`src/rtl/cpair_pkg.sv`:
```
package cpair_pkg;
  typedef enum logic {
    KIND_N32 = 1'b0,
    KIND_C16 = 1'b1
  } item_kind_e;

  function automatic logic all_zero16(input logic [15:0] h);
    return (h == 16'h0000);
  endfunction
endpackage

```
`src/rtl/cpair_classify.sv`:
```
module cpair_classify #(
  parameter int WORD_W = 32,
  parameter int OPC_W = 6,
  parameter logic [OPC_W-1:0] PAIR_OP_A = 6'h05,
  parameter logic [OPC_W-1:0] PAIR_OP_B = 6'h07
) (
  input  logic [WORD_W-1:0] word,
  output logic              is_pair
);
  localparam int NUM_OPS = 2;
  logic [OPC_W-1:0] opc;
  logic [NUM_OPS-1:0] hit;

  assign opc = word[WORD_W-1 -: OPC_W];

  for (genvar i = 0; i < NUM_OPS; i++) begin : g_match
    localparam logic [OPC_W-1:0] REF = (i == 0) ? PAIR_OP_A : PAIR_OP_B;
    assign hit[i] = (opc == REF);
  end

  assign is_pair = |hit;
endmodule

```
`src/rtl/cpair_halfsel.sv`:
```
module cpair_halfsel (
  input  logic clk,
  input  logic rst_n,
  input  logic take_first,
  input  logic take_second,
  input  logic wr_en,
  input  logic wr_val,
  output logic q
);
  logic q_nxt;

  always_comb begin
    q_nxt = q;
    if (wr_en)            q_nxt = wr_val;
    else if (take_first)  q_nxt = 1'b1;
    else if (take_second) q_nxt = 1'b0;
  end

  always_ff @(posedge clk) begin
    if (!rst_n) q <= 1'b0;
    else        q <= q_nxt;
  end
endmodule

```
`src/rtl/cpair_issue.sv`:
```
module cpair_issue
  import cpair_pkg::*;
#(
  parameter int WORD_W = 32
) (
  input  logic              in_valid,
  input  logic [WORD_W-1:0] in_word,
  input  logic              is_pair,
  input  logic              half,
  input  logic              trap,
  input  logic              out_ready,
  output logic              in_ready,
  output logic              out_valid,
  output logic [WORD_W-1:0] out_insn,
  output item_kind_e        out_kind,
  output logic              out_nop,
  output logic              take_first,
  output logic              take_second,
  output logic              pc_adv4
);
  localparam int HALF_W = WORD_W / 2;

  logic [HALF_W-1:0] hw;
  logic fire;
  logic last_part;

  assign hw        = half ? in_word[HALF_W-1:0] : in_word[WORD_W-1:HALF_W];
  assign out_valid = in_valid && !trap;
  assign fire      = out_valid && out_ready;
  assign last_part = !is_pair || half;

  assign in_ready    = out_ready && !trap && last_part;
  assign pc_adv4     = fire && last_part;
  assign take_first  = fire && is_pair && !half;
  assign take_second = fire && is_pair && half;

  always_comb begin
    if (is_pair) begin
      out_insn = {{(WORD_W-HALF_W){1'b0}}, hw};
      out_kind = KIND_C16;
      out_nop  = all_zero16(hw);
    end else begin
      out_insn = in_word;
      out_kind = KIND_N32;
      out_nop  = 1'b0;
    end
  end
endmodule

```
`src/rtl/cpair_seq.sv`:
```
module cpair_seq
  import cpair_pkg::*;
#(
  parameter logic [5:0] PAIR_OP_A = 6'h05,
  parameter logic [5:0] PAIR_OP_B = 6'h07
) (
  input  logic        clk,
  input  logic        rst_n,
  input  logic        in_valid,
  output logic        in_ready,
  input  logic [31:0] in_word,
  output logic        out_valid,
  input  logic        out_ready,
  output logic [31:0] out_insn,
  output logic        out_is_c16,
  output logic        out_is_nop,
  output logic        pc_adv4,
  input  logic        trap,
  output logic        hs_q,
  input  logic        hs_wr_en,
  input  logic        hs_wr_val
);
  localparam int WORD_W = 32;
  localparam int OPC_W = 6;

  logic       is_pair;
  logic       take_first;
  logic       take_second;
  item_kind_e kind;

  cpair_classify #(
    .WORD_W(WORD_W), .OPC_W(OPC_W),
    .PAIR_OP_A(PAIR_OP_A), .PAIR_OP_B(PAIR_OP_B)
  ) u_cls (
    .word(in_word),
    .is_pair(is_pair)
  );

  cpair_halfsel u_hs (
    .clk(clk), .rst_n(rst_n),
    .take_first(take_first), .take_second(take_second),
    .wr_en(hs_wr_en), .wr_val(hs_wr_val),
    .q(hs_q)
  );

  cpair_issue #(.WORD_W(WORD_W)) u_iss (
    .in_valid(in_valid), .in_word(in_word), .is_pair(is_pair),
    .half(hs_q), .trap(trap), .out_ready(out_ready),
    .in_ready(in_ready), .out_valid(out_valid), .out_insn(out_insn),
    .out_kind(kind), .out_nop(out_is_nop),
    .take_first(take_first), .take_second(take_second),
    .pc_adv4(pc_adv4)
  );

  assign out_is_c16 = (kind == KIND_C16);
endmodule

```
`config.mk`:
```
export PLATFORM = sky130hd
export DESIGN_NAME = cpair_seq
export DESIGN_NICKNAME = d
export VERILOG_FILES = /design/src/rtl/cpair_pkg.sv /design/src/rtl/cpair_classify.sv /design/src/rtl/cpair_halfsel.sv /design/src/rtl/cpair_issue.sv /design/src/rtl/cpair_seq.sv
export SDC_FILE = /design/constraint.sdc
export NUM_CORES = 1
export LEC_CHECK = 0
export BUFFER_PORTS_ARGS = -buffer_cell sky130_fd_sc_hd__buf_4
export CAP_MARGIN = 20
export CORE_MARGIN = 1
export CORE_UTILIZATION = 30
export CTS_CLUSTER_DIAMETER = 60
export DETAILED_ROUTE_END_ITERATION = 16
export PLACE_DENSITY_LB_ADDON = 0.3
export SLEW_MARGIN = 20
export SYNTH_ARGS = -nofsm -noshare
export SYNTH_HDL_FRONTEND = slang
export SYNTH_HIERARCHICAL = 1
export SYNTH_SLANG_ARGS = --single-unit
```
`constraint.sdc`:
```
create_clock -name clk -period 1.8 [get_ports clk]
set_clock_uncertainty 0.1 [all_clocks]
set_input_delay 0.27 -clock clk [delete_from_list [all_inputs] [get_ports clk]]
set_output_delay 0.27 -clock clk [all_outputs]
set_load 0.02 [all_outputs]
```
==> results by group <==
Logic synthesis
  – Synth cell types: 23
  – Synthesized flop and latch total: 1
  – Syn Nets: 106
  – Syn Area/Cell: 8.35 um2
  – Synthesis Warnings: 6
  – Sequential area share after synthesis: 3.58%
  – Synthesized cell area: 559 um2
  – Synth Instances: 67

Cells and area
  – Share of layout cells above drive strength 1: 73.5%
  – Nets: 188
  – Fill count: 118
  – Utilization after layout: 78.2%
  – Multi-input gate area: 564 um2
  – Biggest register: u_hs/q
  – # diodes: 0
  – Largest regs: u_hs/q: 1 flops
  – Area delta synth->final: 144%
  – Post-route insts no fill: 172
  – Number of flip-flops in the largest register: 1
  – Sequential cell area: 21.3 um2

Timing
  – Post-route clock period utilization: 100%
  – Unrepaired setup endpoints after global routing: yes
  – Min cycle time layout: 1800 ps
  – Max_slew headroom: 78.0%
  – Count of final setup violators: 1
  – Slew Viols, Final: 0
  – Final WS setup: -4.38 ps
  – Least-Margin Pin Slew: 330 ps
  – Worst Hold Slack: 414 ps
  – Final hold vios: 0
  – Fmax: 0.554 GHz

Power and ir drop
  – P_leak: 0.705 nW
  – Worst vdd ir: 0.179 mV
  – Cell Pwr Density: 258 nW/um2

Setup path
  – Required @ worst endpoint: 1430 ps
  – Crit Path Max Fanout: 7
  – Reg2Reg Depth: 4
  – CP Class: primary input to primary output
  – Crit path launch type: primary input
  – Critical path arrival: 1430 ps
  – CP Capture Type: primary output

GRT
  – Total track usage: 20.2%
  – Total gr overflow: 0
  – Vias in the first global route: 739
  – Initial antenna violation count: 0
  – Largest net degree at the start of global routing: 20
  – First-pass GRT wire length: 3150 um

Routing
  – Top sig layer: met3
  – Final ANT Viol Nets: 0
  – Drt wl/cell: 13.3 um
  – Vias per inst: 4.66
  – Total number of vias: 802
  – Met3 WL: 93 um
  – Met2 routed wirelength: 1380 um
  – DRC violations left: 0
  – Initial DRT Pass Iterations: 2
  – Met1 wire length: 810 um
  – DRT Wirelength: 2290 um
  – Drt initial violations: 6

Place
  – Placed cell count: 171
  – Place WS: 0.0427 ps
  – Post-detail-place hpwl: 1800 um
  – GPL Wtd Cong: 0.668
  – PortBufs: 76

Floorplan
  – Top Ports: 77
  – Row cnt: 15
  – Die Area: 2040 um2
  – Initial Util: 32.0%
  – Die height: 45.2 um
  – Total core area: 1750 um2
  – Die width: 45.2 um

Clock network
  – Clock transition at path regs: 0 ps
  – Hold_buf cts: 0
  – Post-CTS Setup Inserts: 0
  – Clock latency at the later pin of the worst-skew pair: 0 ps

Min path
  – Min-delay worst type: primary input to flop
  – WHS Path Cells: 2

Run status
  – Failing checks: negative setup slack
  – Status: complete, but fails checks

Flow run
  – Max Cap Viol: 0
[cell type report]
class / count / area share (%)
sequential: 1 / 1.56
timing repair buffer: 84 / 54.5
multi-input combinational: 61 / 41.3
inverter: 1 / 0.275
tap: 25 / 2.29
[worst max-delay path: stages]
cell and delay, ps:
buf_6 100, nor2_2 80, and4b_2 290, nand2b_4 90, clkbuf_16 160, mux2_4 300, buf_6 130
[cells in the mapped netlist]
cell / count / area [um2]
a2111oi_2: 1 / 15.0
a22oi_1: 2 / 15.0
and2b_1: 6 / 45.0
and3_1: 1 / 6.26
and3b_1: 1 / 8.76
and4b_1: 1 / 10.0
buf_4: 1 / 7.51
buf_6: 2 / 22.5
clkbuf_1: 1 / 3.75
dfxtp_1: 1 / 20.0
inv_1: 1 / 3.75
mux2_1: 6 / 67.6
mux2_2: 3 / 33.8
mux2_4: 7 / 105
nand2_1: 4 / 15.0
nand2b_1: 2 / 12.5
nor2_1: 6 / 22.5
nor2b_1: 12 / 75.1
nor3_1: 1 / 5.00
nor4_1: 5 / 31.3
nor4b_1: 1 / 8.76
nor4b_2: 1 / 15.0
o311a_1: 1 / 10.0
[cells in the final DEF, fill, tap and decap left out, types with 3 or more instances in the layout]
cell,netlist,routed
and2b_1,6,6
buf_4,1,62
buf_6,2,19
mux2_4,7,14
nand2_1,4,4
nor2_1,6,5
nor2b_1,12,12
nor4_1,5,3
[through the flow]
step           cell area (um2)  power [mW]  TNS, ps
3_3_place_gp              1200       0.312        0
5_1_grt                   1370       0.372     -162
3_5_place_dp              1200       0.317        0
2_1_floorplan              572       0.153        0
6_report                  1370       0.353    -4.38
4_1_cts                   1220       0.322        0
[report_power, final]
| part | internal [mW] | leakage [nW] | switching, mW |
|---|---|---|---|
| clock | 0 | 0 | 0 |
| combinational | 0.185 | 0.697 | 0.140 |
| sequential | 0.0246 | 0.00860 | 0.00345 |
| total | 0.209 | 0.705 | 0.143 |
[kinds of logic (layout without fill, tap and decap cells)]
logic type | Yosys count | count (layout) | synth area share [%]
compound gates | 4 | 4 | 7.16
buf+inv | 5 | 85 | 6.71
flops | 1 | 1 | 3.58
mux | 16 | 16 | 36.9
simple gates | 41 | 41 | 45.6
[path summary, 6_finish.rpt]
| kind | startpoint | end | slack (ps) |
|---|---|---|---|
| worst min register to register | u_hs/q$_SDFFE_PN0P_ | u_hs/q$_SDFFE_PN0P_ | 610 |
| worst min-delay path | rst_n | u_hs/q$_SDFFE_PN0P_ | 410 |
| worst max register to register | u_hs/q$_SDFFE_PN0P_ | u_hs/q$_SDFFE_PN0P_ | 470 |
| worst max-delay path | in_word[30] | out_insn[8] | -4 |
[layer usage]
layer,vias to the layer above,GRT usage [%]
li1,405,-
met1,364,22.0
met2,33,44.3
met3,0,0
met4,0,0
met5,-,0
[timing repair]
action / CTS / global route
resized for setup: 3 / 32
pin swaps: 0 / 2
endpoints found under the setup margin: 3 / 17
cloned: 0 / 1
Power figures use the tool's default switching activity.
